--- config.mk ---
export PLATFORM = sky130hd
export DESIGN_NAME = uart_dbuf_tx
export DESIGN_NICKNAME = d
export VERILOG_FILES = /design/src/rtl/uart_tx_pkg.sv /design/src/rtl/uart_tx_baud.sv /design/src/rtl/uart_tx_holdbuf.sv /design/src/rtl/uart_tx_shifter.sv /design/src/rtl/uart_dbuf_tx.sv
export SDC_FILE = /design/constraint.sdc
export NUM_CORES = 1
export LEC_CHECK = 0
export CORE_ASPECT_RATIO = 1.75
export CORE_MARGIN = 2
export CORE_UTILIZATION = 30
export DETAILED_ROUTE_END_ITERATION = 6
export DONT_BUFFER_PORTS = 1
export PLACE_DENSITY = 0.46
export SYNTH_ARGS = -nofsm -noshare
export SYNTH_HDL_FRONTEND = slang
export SYNTH_SLANG_ARGS = --single-unit
export TNS_END_PERCENT = 30
--- constraint.sdc ---
create_clock -name clk -period 2.5 [get_ports clk]
set_input_delay 0.5 -clock clk [delete_from_list [all_inputs] [get_ports clk]]
set_output_delay 0.5 -clock clk [all_outputs]
set_load 0.05 [all_outputs]
--- src/rtl/uart_tx_pkg.sv ---
package uart_tx_pkg;
  localparam int DATA_MAX = 9;
  localparam int FRAME_W  = 12;
  localparam int LEN_W    = 4;

  typedef logic [FRAME_W-1:0] frame_t;
  typedef logic [LEN_W-1:0]   flen_t;

  typedef struct packed {
    logic [1:0] len_code;
    logic       par_en;
    logic       par_odd;
    logic       two_stop;
  } fmt_t;

  function automatic flen_t data_bits(logic [1:0] code);
    case (code)
      2'd0:    return 4'd7;
      2'd2:    return 4'd9;
      default: return 4'd8;
    endcase
  endfunction

  function automatic logic has_parity(fmt_t f);
    return f.par_en && (data_bits(f.len_code) != 4'd9);
  endfunction

  function automatic logic parity_of(logic [DATA_MAX-1:0] d, flen_t nb, logic odd);
    logic p;
    p = odd;
    for (int i = 0; i < DATA_MAX; i++)
      if (i < int'(nb)) p = p ^ d[i];
    return p;
  endfunction

  function automatic flen_t frame_len(fmt_t f);
    return 4'd1 + data_bits(f.len_code) + {3'b000, has_parity(f)}
           + (f.two_stop ? 4'd2 : 4'd1);
  endfunction

  // Frame image, bit 0 goes out first; unused upper positions stay high.
  function automatic frame_t build_frame(logic [DATA_MAX-1:0] d, fmt_t f);
    frame_t fr;
    flen_t  nb;
    nb    = data_bits(f.len_code);
    fr    = '1;
    fr[0] = 1'b0;
    for (int i = 0; i < DATA_MAX; i++)
      if (i < int'(nb)) fr[i+1] = d[i];
    if (has_parity(f)) fr[int'(nb)+1] = parity_of(d, nb, f.par_odd);
    return fr;
  endfunction
endpackage

--- src/rtl/uart_tx_baud.sv ---
module uart_tx_baud #(
  parameter int DIV_W      = 8,
  parameter int OVERSAMPLE = 16
) (
  input  logic             clk,
  input  logic             rst_n,
  input  logic             run,
  input  logic             restart,
  input  logic             tick,
  input  logic [DIV_W-1:0] divisor,
  output logic             bit_tick
);
  localparam int SUB_W = $clog2(OVERSAMPLE);
  localparam logic [SUB_W-1:0] SUB_LAST = SUB_W'(OVERSAMPLE - 1);

  logic [DIV_W-1:0] div_cnt;
  logic [SUB_W-1:0] sub_cnt;

  assign bit_tick = run && tick && (div_cnt == '0) && (sub_cnt == SUB_LAST);

  always_ff @(posedge clk or negedge rst_n) begin
    if (!rst_n) begin
      div_cnt <= '0;
      sub_cnt <= '0;
    end else if (!run || restart) begin
      div_cnt <= divisor;
      sub_cnt <= '0;
    end else if (tick) begin
      if (div_cnt == '0) begin
        div_cnt <= divisor;
        sub_cnt <= (sub_cnt == SUB_LAST) ? '0 : sub_cnt + 1'b1;
      end else begin
        div_cnt <= div_cnt - 1'b1;
      end
    end
  end
endmodule

--- src/rtl/uart_tx_holdbuf.sv ---
module uart_tx_holdbuf #(
  parameter int DATA_W = 9
) (
  input  logic              clk,
  input  logic              rst_n,
  input  logic              wr_en,
  input  logic [DATA_W-1:0] wr_data,
  input  logic              take,
  output logic [DATA_W-1:0] buf_data,
  output logic              buf_full
);
  always_ff @(posedge clk or negedge rst_n) begin
    if (!rst_n) begin
      buf_full <= 1'b0;
      buf_data <= '0;
    end else begin
      buf_full <= wr_en || (buf_full && !take);
      if (wr_en) buf_data <= wr_data;
    end
  end
endmodule

--- src/rtl/uart_tx_shifter.sv ---
module uart_tx_shifter
  import uart_tx_pkg::*;
(
  input  logic   clk,
  input  logic   rst_n,
  input  logic   load,
  input  frame_t frame_in,
  input  flen_t  len_in,
  input  logic   bit_tick,
  output logic   txd,
  output logic   busy,
  output logic   frame_end
);
  frame_t sreg;
  flen_t  left;

  assign frame_end = busy && bit_tick && (left == '0);
  assign txd       = busy ? sreg[0] : 1'b1;

  always_ff @(posedge clk or negedge rst_n) begin
    if (!rst_n) begin
      sreg <= '1;
      left <= '0;
      busy <= 1'b0;
    end else if (load) begin
      sreg <= frame_in;
      left <= len_in - 1'b1;
      busy <= 1'b1;
    end else if (busy && bit_tick) begin
      if (left == '0) begin
        busy <= 1'b0;
      end else begin
        sreg <= {1'b1, sreg[FRAME_W-1:1]};
        left <= left - 1'b1;
      end
    end
  end
endmodule

--- src/rtl/uart_dbuf_tx.sv ---
module uart_dbuf_tx
  import uart_tx_pkg::*;
#(
  parameter int DIV_W      = 8,
  parameter int OVERSAMPLE = 16
) (
  input  logic                clk,
  input  logic                rst_n,
  input  logic                cnt_tick,
  input  logic                tx_en,
  input  logic [DIV_W-1:0]    divisor,
  input  logic [1:0]          len_code,
  input  logic                par_en,
  input  logic                par_odd,
  input  logic                two_stop,
  input  logic                irq_sel,
  input  logic                wr_en,
  input  logic [DATA_MAX-1:0] wr_data,
  input  logic                irq_clr,
  output logic                txd,
  output logic                buf_empty,
  output logic                shift_empty,
  output logic                irq
);
  logic                buf_full;
  logic [DATA_MAX-1:0] buf_data;
  logic                busy;
  logic                frame_end;
  logic                bit_tick;
  logic                load_evt;
  logic                xmit_done;
  logic                irq_evt;
  fmt_t                fmt;

  assign fmt       = '{len_code: len_code, par_en: par_en, par_odd: par_odd, two_stop: two_stop};
  assign load_evt  = tx_en && buf_full && (!busy || frame_end);
  assign xmit_done = frame_end && !load_evt;
  assign irq_evt   = irq_sel ? xmit_done : load_evt;

  uart_tx_holdbuf #(.DATA_W(DATA_MAX)) u_buf (
    .clk(clk), .rst_n(rst_n), .wr_en(wr_en), .wr_data(wr_data),
    .take(load_evt), .buf_data(buf_data), .buf_full(buf_full)
  );

  uart_tx_baud #(.DIV_W(DIV_W), .OVERSAMPLE(OVERSAMPLE)) u_baud (
    .clk(clk), .rst_n(rst_n), .run(tx_en || busy), .restart(load_evt),
    .tick(cnt_tick), .divisor(divisor), .bit_tick(bit_tick)
  );

  uart_tx_shifter u_shift (
    .clk(clk), .rst_n(rst_n), .load(load_evt),
    .frame_in(build_frame(buf_data, fmt)), .len_in(frame_len(fmt)),
    .bit_tick(bit_tick), .txd(txd), .busy(busy), .frame_end(frame_end)
  );

  always_ff @(posedge clk or negedge rst_n) begin
    if (!rst_n)       irq <= 1'b0;
    else if (irq_evt) irq <= 1'b1;
    else if (irq_clr) irq <= 1'b0;
  end

  assign buf_empty   = !buf_full;
  assign shift_empty = !busy;
endmodule

==> results of run 1 <==
[logic make-up (layout without fill, tap and decap cells)]
group	count (synthesis)	after routing	synth area share, %
AND/OR/NAND/NOR	72	72	16.3
multiplexers	23	23	10.8
flip-flops	40	40	45.4
adder cells (fa/ha/maj)	4	4	2.57
XOR/XNOR	13	13	5.09
AO/OA/AOI/OAI	45	45	14.7
buffers and inverters	17	26	5.09
[worst max path at each step]
stage | from | to | slack, ns | depth (start not counted)
after global placement | u_baud.div_cnt[1] | u_shift.sreg[8] | 0.12 | 8
after global routing | u_baud.div_cnt[1] | u_baud.sub_cnt[0] | 0.01 | 8
after floorplan | u_baud.div_cnt[0] | u_baud.sub_cnt[0] | 0.25 | 8
after CTS | u_baud.div_cnt[1] | u_shift.left[0] | 0.04 | 8
after detailed placement | u_baud.div_cnt[1] | u_baud.sub_cnt[0] | 0.07 | 8
final | u_baud.div_cnt[1] | u_baud.sub_cnt[0] | 0.14 | 8
[cells in the mapped netlist (2+ instances only)]
cell type,instances,area share (%)
a21o_1,4,1.3
a21oi_1,11,2.5
buf_4,3,1.0
buf_6,3,1.5
clkbuf_1,3,0.50
dfrtp_1,28,31
dfstp_2,12,14
ha_1,3,1.7
inv_1,7,1.2
mux2_2,10,5.0
mux2i_1,13,5.8
nand2_1,19,3.2
nand2b_1,5,1.4
nand3_1,8,1.8
nand4_1,2,0.56
nor2_1,18,3.0
nor2b_1,2,0.56
nor3_1,4,0.89
nor3b_1,2,0.67
nor4b_1,2,0.78
o21ai_0,12,2.7
o21ai_2,7,2.7
o21bai_1,2,0.67
o22ai_1,2,0.56
or3_1,2,0.56
or4b_1,2,0.89
xnor2_1,11,4.3
xor2_1,2,0.78
[power by group through the flow]
stage | sequential (mW) | clock (mW) | combinational (mW)
6_report | 0.912 | 0.619 | 0.495
5_1_grt | 0.935 | 0.670 | 0.571
4_1_cts | 0.914 | 0.643 | 0.497
3_5_place_dp | 0.925 | 0 | 0.482
3_3_place_gp | 0.924 | 0 | 0.478
2_1_floorplan | 0.908 | 0 | 0.348
[state kept, by name (all words and copies together) (netlist names)]
register / cells
u_shift.sreg: 12
u_buf.buf_data: 9
u_baud.div_cnt: 8
u_baud.sub_cnt: 4
u_shift.left: 4
irq: 1
u_buf.buf_full: 1
u_shift.busy: 1
[area by class of cell]
class,count,area [um2]
fill,746,4670
timing repair buffer,11,145
sequential,40,1020
multi-input combinational,157,1130
clock buffer,6,129
inverter,7,26.3
tap,86,108
clock inverter,2,12.5
[timing repair]
action	in CTS	in global routing
endpoints found under the hold margin	28	0
endpoints found under the setup margin	0	24
setup buffers	0	0
resized for setup	0	3
hold buffers	1	0
[worst reg2reg max path, delay by kind of cell, from the launching register on]
| kind | cells | cell delay, ns |
|---|---|---|
| buffers and inverters | 2 | 0.26 |
| AOI/OAI and AO/OA | 1 | 0.38 |
| adders and majority gates | 1 | 0.20 |
| and+or+nand+nor | 3 | 0.77 |
| muxes | 1 | 0.26 |
| DFF | 1 | 0.38 |
[layout by cell type, fill, tap and decap left out, types with 6 or more instances in the layout]
cell and instances:
a21oi_1 11, buf_4 6, dfrtp_1 28, dfstp_2 12, inv_1 7, mux2_2 10, mux2i_1 13, nand2_1 19
nand3_1 8, nor2_1 18, o21ai_0 12, o21ai_2 7, xnor2_1 11
[metal layers]
layer | track usage [%] | vias up | routed length (um)
met5 | 0 | - | 0
met4 | 5.39 | 0 | 102
met3 | 2.98 | 8 | 232
met2 | 22.5 | 38 | 2590
met1 | 13.7 | 743 | 1820
li1 | - | 766 | -
==> results.tsv, run 1 <==
stage	metric	value	unit
die	Die ar.	8200	um2
clock_tree	clock buffer depth	2	
place	DP Worst Slack	0.0680	ns
place	PortBufs	0	
synth	register area share after synthesis	45.4	%
global_route	total track usage	12.5	%
global_route	vias in the first global route	1672	
die	Core Region	7230	um2
setup_path	r2r worst-path depth	8	
setup_path	CP peak stage delay	0.54	ns
detailed_routing	ANT nets after route	0	
clock_tree	CTS Root Cell	clkbuf_16	
final_layout	nets	255	
outcome	status	completed	
power	Psw	602	uW
synth	Mapped Area	2240	um2
final_layout	Area Overhead vs Synth	14.6	%
setup_path	cell chain of the critical path	inv_1, ha_1, or4b_4, o41ai_4, buf_4, and2_4, nor2_1, mux2_2	
power	Gate power share	24.4	%
place	placed cells	300	
setup_path	internal reg-to-reg setup slack	0.14	ns
detailed_routing	drt drc	0	
die	# IOs	33	
setup_path	Critical-path top delay cell	or4b_4	
timing	minimum clock period	2.36	ns
place	Cell Area, Placed	2390	um2
timing	RSZ-0062 raised after global routing	no	
die	Die Ht	118	um
power	Pwr Total	2.03	mW
power	Peak VDD IR	0.302	mV
setup_path	Worst Path Arrival	2.53	ns
die	row count	41	
setup_path	Worst EP required	2.66	ns
detailed_routing	routed len/inst	15.4	um
setup_path	Max FO, Critical Path	6	
timing	Worst Tran Pin Value	0.607	ns
clock_tree	insertion delay to the later sink of the worst-skew pair	0.28	ns
setup_path	worst setup path category	flop to flop	
timing	Tcrit/Tclk final	94.5	%
final_layout	final cell count without fillers	309	
synth	Syn. warnings	0	
min_path	Hold/Removal Path Class	primary input to async pin	
die	Die W	69.3	um
detailed_routing	final wirelength	4740	um
setup_path	critical path launch point type	flop	
setup_path	nature of the critical path endpoint	flop	
synth	Post-synth ARST share	100	%
timing	fmax	0.423	GHz
final_layout	fin area	2560	um2
power	switching share of power	29.7	%
place	HPWL Detailed	3500	um
clock_tree	CTS tree	yes	
detailed_routing	Vias	1555	
power	power density over the cells	790	nW/um2
detailed_routing	drt pass-1 iters	4	
die	Initial Util	30.9	%
global_route	initial antenna violation count	0	
final_layout	post-layout util	35.5	%
setup_path	critical path buffer and inverter count	2	
timing	skew final	0.00503	ns
power	clock share of power	30.6	%
timing	Sum Neg Setup Slack	0	ns
power	part of the power in registers	45.0	%
global_route	first-pass GRT wire length	8160	um
timing	Slew Limit Fails	0	
setup_path	CP delay by family, top	simple AND/OR/NAND/NOR gates	
flow_run	max-capacitance violation count	0	
power	P_leak	1.06	nW
clock_tree	CTS clock-pin slew for the worst setup and hold paths	0.06	ns
clock_tree	Clock Sinks	40	
clock_tree	clock buffer count from CTS	5	
synth	Mapped Nets	247	
synth	Avg Synthesized Cell Area	10.5	um2
synth	synth unique cells	43	
timing	Final Setup Violations	0	
setup_path	reg2reg end	u_baud.sub_cnt[0]	
synth	instance count of the mapped netlist	214	
global_route	largest net degree at the start of global routing	29	
synth	Primary FF master, synth	dfrtp_1	
power	P_int	1.42	mW
detailed_routing	vias per std cell	5.03	
timing	final worst slack	0.137	ns
timing	Slew headroom	59.5	%
clock_tree	H-tree Lvls	2	
setup_path	Worst R2R Start	u_baud.div_cnt[1]	
timing	Final Hold Violating Endpoints	0	
place	GPL Wtd Cong	0.795	
final_layout	share of post-route cells with drive strength above 1	24.7	%
synth	Post-synth EDFFs	0	
timing	hold slack	0.0453	ns
global_route	GRT overflow	0	
synth	register bit total from synthesis	40	
detailed_routing	Starting DRT DRC Count	33	
final_layout	# diodes	0	
No activity file was read; power rests on OpenSTA's default activity.
==> run 2: changes to the inputs <==
Settings changed: SYNTH_HIERARCHICAL set to 1.
==> results.tsv, run 2 <==
stage	metric	value	unit
place	GPL Wtd Cong	0.800	
power	Gate power share	28.1	%
timing	fmax	0.403	GHz
synth	leading area contributor after synthesis	dfrtp_1	
setup_path	Worst Path Arrival	2.70	ns
synth	largest cells by area after synthesis	dfrtp_1 27%, dfstp_2 12%, mux2_4 5.3%	
power	switching share of power	30.0	%
clock_tree	CTS clock-pin slew for the worst setup and hold paths	0.06	ns
synth	most frequent cell after synthesis	dfrtp_1	
final_layout	post-layout util	36.4	%
final_layout	Filler Cells Inserted	848	
timing	Final Hold Violating Endpoints	0	
synth	Compound-Gate Fraction of Synth Area	17.1	%
timing	skew final	0.00174	ns
synth	Post-synth top cells	28 x dfrtp_1, 22 x a21oi_1, 14 x a31oi_1, 14 x o21ai_0	
die	row count	44	
synth	synth unique cells	60	
timing	Slew Limit Fails	0	
power	Psw	613	uW
timing	final worst slack	0.0206	ns
setup_path	Worst R2R Start	u_baud/div_cnt[1]	
synth	Post-synth ARST share	100	%
min_path	Hold/Removal Path Class	primary input to async pin	
synth	largest family of logic cells by synthesized area	simple AND/OR/NAND/NOR gates	
detailed_routing	vias per std cell	5.26	
synth	top-area cell type share of the netlist area	27.5	%
final_layout	biggest regs	u_shift/sreg: 12 flops, u_buf/buf_data: 9 flops, u_baud/div_cnt: 8 flops	
place	HPWL Detailed	4680	um
global_route	initial antenna violation count	0	
power	Pwr Total	2.05	mW
global_route	first-pass GRT wire length	10500	um
synth	Synth Area in Simple Gates	19.6	%
timing	minimum clock period	2.48	ns
detailed_routing	Starting DRT DRC Count	77	
final_layout	max reg flops	12	
global_route	total track usage	14.9	%
synth	Mapped Area	2550	um2
final_layout	nets	308	
timing	Final Setup Violations	0	
setup_path	Worst EP required	2.72	ns
die	Initial Util	30.9	%
clock_tree	H-tree Lvls	2	
flow_run	max-capacitance violation count	0	
detailed_routing	Vias	1915	
power	part of the power in registers	40.1	%
synth	instance count of the mapped netlist	254	
clock_tree	clock buffer depth	2	
power	clock share of power	31.9	%
final_layout	Area Overhead vs Synth	17.9	%
final_layout	share of post-route cells with drive strength above 1	33.8	%
power	P_int	1.43	mW
place	Cell Area, Placed	2720	um2
timing	Worst Tran Pin Value	0.700	ns
die	Die Ht	126	um
global_route	largest net degree at the start of global routing	29	
detailed_routing	drt drc	0	
final_layout	final cell count without fillers	364	
synth	Syn. warnings	6	
detailed_routing	routed len/inst	17.3	um
outcome	status	completed	
place	placed cells	349	
power	power density over the cells	680	nW/um2
detailed_routing	final wirelength	6300	um
final_layout	commonest non-fill, non-tap cell in the layout	dfrtp_1	
clock_tree	clock buffer count from CTS	5	
final_layout	Reg with most FFs	u_shift/sreg	
die	Core Region	8260	um2
clock_tree	insertion delay to the later sink of the worst-skew pair	0.28	ns
detailed_routing	ANT nets after route	0	
global_route	vias in the first global route	2032	
synth	Avg Synthesized Cell Area	10.0	um2
setup_path	nature of the critical path endpoint	flop	
clock_tree	Clock Sinks	40	
final_layout	# diodes	0	
synth	Post-synth EDFFs	0	
final_layout	multi-input logic area	1450	um2
synth	Post-Synth XOR/XNOR Area	5.00	%
power	P_leak	1.28	nW
global_route	GRT overflow	0	
final_layout	Register Area	1020	um2
power	Peak VDD IR	0.415	mV
setup_path	reg2reg end	u_shift/left[2]	
timing	RSZ-0062 raised after global routing	yes	
die	Die W	73.7	um
synth	register bit total from synthesis	40	
setup_path	worst setup path category	flop to flop	
die	# IOs	33	
final_layout	fin area	3010	um2
setup_path	r2r worst-path depth	14	
setup_path	critical path launch point type	flop	
synth	Primary FF master, synth	dfrtp_1	
synth	register area share after synthesis	39.8	%
clock_tree	CTS Root Cell	clkbuf_16	
setup_path	internal reg-to-reg setup slack	0.02	ns
detailed_routing	drt pass-1 iters	4	
clock_tree	CTS tree	yes	
place	DP Worst Slack	-0.149	ns
setup_path	Max FO, Critical Path	6	
place	PortBufs	0	
synth	proportion of synthesized area in mux cells	6.86	%
timing	Tcrit/Tclk final	99.2	%
timing	Slew headroom	52.9	%
final_layout	most frequent cells in the layout	27 x dfrtp_1, 24 x buf_4, 21 x a21oi_1	
die	Die ar.	9290	um2
synth	adder-cell share of the synthesized area	4.22	%
==> run 2: worst max-delay path by stage <==
stage,startpoint,to,cells after the start
2_1_floorplan,u_baud/div_cnt[2],u_shift/left[2],12
3_3_place_gp,u_baud/div_cnt[1],u_shift/left[2],13
3_5_place_dp,u_baud/div_cnt[1],u_shift/left[2],14
4_1_cts,u_baud/div_cnt[1],u_shift/left[2],13
5_1_grt,u_baud/div_cnt[4],u_shift/left[2],13
6_report,u_baud/div_cnt[1],u_shift/left[2],14
==> run 2: final cells by class <==
| class | instances | share of cell area [%] |
|---|---|---|
| tap | 92 | 3.83 |
| timing repair buffer | 28 | 7.78 |
| clock buffer | 8 | 4.86 |
| inverter | 12 | 1.50 |
| sequential | 40 | 33.8 |
| multi-input combinational | 184 | 48.2 |
==> run 2: kinds of logic (layout without fill, tap and decap cells) <==
logic type,count (synthesis),in the layout
buffers and inverters,32,48
DFF,40,40
AOI/OAI and AO/OA,69,69
muxes,13,13
and+or+nand+nor,77,77
other,2,4
adders and majority gates,8,8
xor gates and xnor gates,13,13
==> run 2: per-stage QoR <==
stage	TNS [ns]	hold WS, ns
2_1_floorplan	-0.0822	0.204
3_3_place_gp	-0.00878	0.205
3_5_place_dp	-0.216	0.205
4_1_cts	-0.000715	0.0414
5_1_grt	-0.174	0.0447
6_report	0	0.0414
==> run 2: routing by layer <==
| layer | GRT usage [%] | routed length, um |
|---|---|---|
| met2 | 27.7 | 3720 |
| met1 | 15.5 | 2260 |
| met5 | 0 | 0 |
| met4 | 6.31 | 126 |
| met3 | 3.04 | 198 |
==> run 2: power by group through the flow <==
stage | clock network (mW) | registers [mW] | logic, mW
final | 0.652 | 0.819 | 0.574
after global routing | 0.699 | 0.831 | 0.643
after CTS | 0.679 | 0.817 | 0.576
after detailed placement | 0 | 0.830 | 0.537
after global placement | 0 | 0.827 | 0.532
after floorplan | 0 | 0.842 | 0.361
==> run 2: worst max-delay path, cell delays in order (launching register included) <==
cell and delay, ns:
dfrtp_1 0.39, inv_2 0.07, ha_2 0.18, nor2b_4 0.14, nand4b_1 0.12, nor2_2 0.13
nand2_2 0.08, nor3_4 0.14, inv_2 0.07, a21oi_4 0.21, nor2b_1 0.10, a21oi_1 0.15
ha_2 0.23, nor4b_4 0.23, o31a_1 0.19
==> run 2: what timing repair did <==
| item | CTS | global route |
|---|---|---|
| buffers inserted | 4 | 2 |
| hold buffers | 1 | 0 |
| endpoints found under the setup margin | 5 | 11 |
| hold endpoints to repair | 28 | 0 |
| cloned | 0 | 0 |
| pin swaps | 3 | 8 |
| gates resized for setup | 6 | 15 |
==> run 3: changes to the inputs <==
==> constraint.sdc (replaced) <==
create_clock -name clk -period 2.5 [get_ports clk]
set_input_delay 0.25 -clock clk [delete_from_list [all_inputs] [get_ports clk]]
set_output_delay 0.25 -clock clk [all_outputs]
set_load 0.05 [all_outputs]
==> results.tsv, run 3 (synthesized netlist as in run 2, its figures left out) <==
stage	metric	value	unit
timing	RSZ-0062 raised after global routing	yes	
clock_tree	CTS tree	yes	
timing	minimum clock period	2.54	ns
setup_path	CP delay by family, top	simple AND/OR/NAND/NOR gates	
die	Die W	73.7	um
final_layout	commonest non-fill, non-tap cell in the layout	dfrtp_1	
detailed_routing	ANT nets after route	0	
setup_path	worst setup path category	flop to flop	
power	P_leak	1.29	nW
detailed_routing	final wirelength	6390	um
setup_path	CP peak stage delay	0.44	ns
timing	Slew Limit Fails	0	
final_layout	most frequent cells in the layout	26 x dfrtp_1, 24 x buf_4, 19 x a21oi_1	
timing	Final Hold Violating Endpoints	0	
final_layout	max reg flops	12	
global_route	vias in the first global route	1964	
final_layout	Area Overhead vs Synth	19.7	%
power	power density over the cells	686	nW/um2
global_route	total track usage	14.9	%
die	Initial Util	30.9	%
timing	Slew headroom	54.1	%
place	PortBufs	0	
power	Peak VDD IR	0.481	mV
detailed_routing	drt drc	0	
power	Pwr Total	2.10	mW
final_layout	biggest regs	u_shift/sreg: 12 flops, u_buf/buf_data: 9 flops, u_baud/div_cnt: 8 flops	
detailed_routing	Starting DRT DRC Count	117	
global_route	initial antenna violation count	0	
place	Cell Area, Placed	2700	um2
setup_path	nature of the critical path endpoint	flop	
outcome	failing checks	negative setup slack	
clock_tree	H-tree Lvls	2	
detailed_routing	routed len/inst	17.5	um
clock_tree	Clock Sinks	40	
global_route	GRT overflow	0	
setup_path	Worst R2R Start	u_baud/div_cnt[5]	
setup_path	crit path from	u_baud/div_cnt[5]	
final_layout	# diodes	0	
clock_tree	clock buffer depth	2	
setup_path	critical path launch point type	flop	
detailed_routing	vias per std cell	5.27	
final_layout	nets	309	
setup_path	Worst Path Arrival	2.71	ns
die	row count	44	
final_layout	Filler Cells Inserted	845	
timing	Tcrit/Tclk final	102	%
global_route	first-pass GRT wire length	10400	um
setup_path	Max FO, Critical Path	4	
clock_tree	CTS clock-pin slew for the worst setup and hold paths	0.06	ns
setup_path	internal reg-to-reg setup slack	-0.04	ns
final_layout	Reg with most FFs	u_shift/sreg	
final_layout	multi-input logic area	1480	um2
min_path	Hold/Removal Path Class	primary input to flop	
die	Die Ht	126	um
final_layout	final cell count without fillers	365	
place	placed cells	346	
final_layout	Register Area	1020	um2
timing	fmax	0.394	GHz
die	Die ar.	9290	um2
outcome	status	finished with violations	
timing	skew final	0.00271	ns
place	GPL Wtd Cong	0.749	
global_route	largest net degree at the start of global routing	41	
place	HPWL Detailed	4600	um
min_path	Hold Crit Start	wr_en	
setup_path	Critical-path top delay cell	dfrtp_2	
clock_tree	insertion delay to the later sink of the worst-skew pair	0.29	ns
timing	Final Setup Violations	1	
setup_path	critical path buffer and inverter count	2	
die	# IOs	33	
die	Core Region	8260	um2
setup_path	Worst EP required	2.67	ns
detailed_routing	Vias	1925	
timing	final worst slack	-0.0399	ns
final_layout	share of post-route cells with drive strength above 1	35.5	%
clock_tree	clock buffer count from CTS	5	
clock_tree	CTS Root Cell	clkbuf_16	
setup_path	cell chain of the critical path	nor4_4, nand4b_1, nor2_2, nand2_2, nor3_4, inv_2, a21oi_4, buf_6, mux2i_2, ha_2, a21boi_1, o31a_1	
flow_run	max-capacitance violation count	0	
timing	Worst Tran Pin Value	0.682	ns
detailed_routing	drt pass-1 iters	4	
final_layout	post-layout util	37.0	%
final_layout	fin area	3060	um2
run 3: layout make-up:
type	count	share of cell area, %
repair buffers	29	8.27
clock buffers	8	4.79
flip-flops and latches	40	33.3
well taps	92	3.77
inverters	12	1.47
multi-input cells	184	48.4
run 3: through the flow:
stage,hold slack [ns],setup TNS [ns],setup WS (ns)
2_1_floorplan,-0.0456,-0.0822,-0.0822
3_3_place_gp,-0.0447,-0.0594,-0.0477
3_5_place_dp,-0.0440,-0.240,-0.144
4_1_cts,0.0564,-0.0342,-0.0342
5_1_grt,0.0615,-0.402,-0.185
6_report,0.0668,-0.0399,-0.0399
run 3: per-layer routing:
metal / vias up / global-route usage [%] / part of all wire, %
li1: 934 / - / -
met1: 948 / 15.9 / 37
met2: 32 / 26.2 / 56
met3: 11 / 3.52 / 3.5
met4: 0 / 7.81 / 3.3
met5: - / 0 / 0
run 3: repair_timing:
item / in CTS / in global routing
hold buffers: 2 / 0
endpoints found under the setup margin: 6 / 9
gates resized for setup: 5 / 24
hold endpoints to repair: 40 / 0
buffers inserted: 2 / 7
gates cloned: 0 / 0
pin swaps: 1 / 13
run 3: power by group:
group	internal, mW	switching, mW
sequential	0.735	0.0985
clock	0.399	0.267
combinational	0.315	0.282
run 3: final timing paths:
kind                                endpoint  depth (start not counted)
setup / recovery             u_shift/left[2]                         12
hold / removal                u_buf/buf_full                          1
setup reg to reg             u_shift/left[2]                         12
hold reg to reg              u_shift/sreg[7]                          2
max in group asynchronous    u_shift/sreg[6]                          2
min in group asynchronous  u_baud/div_cnt[3]                          2
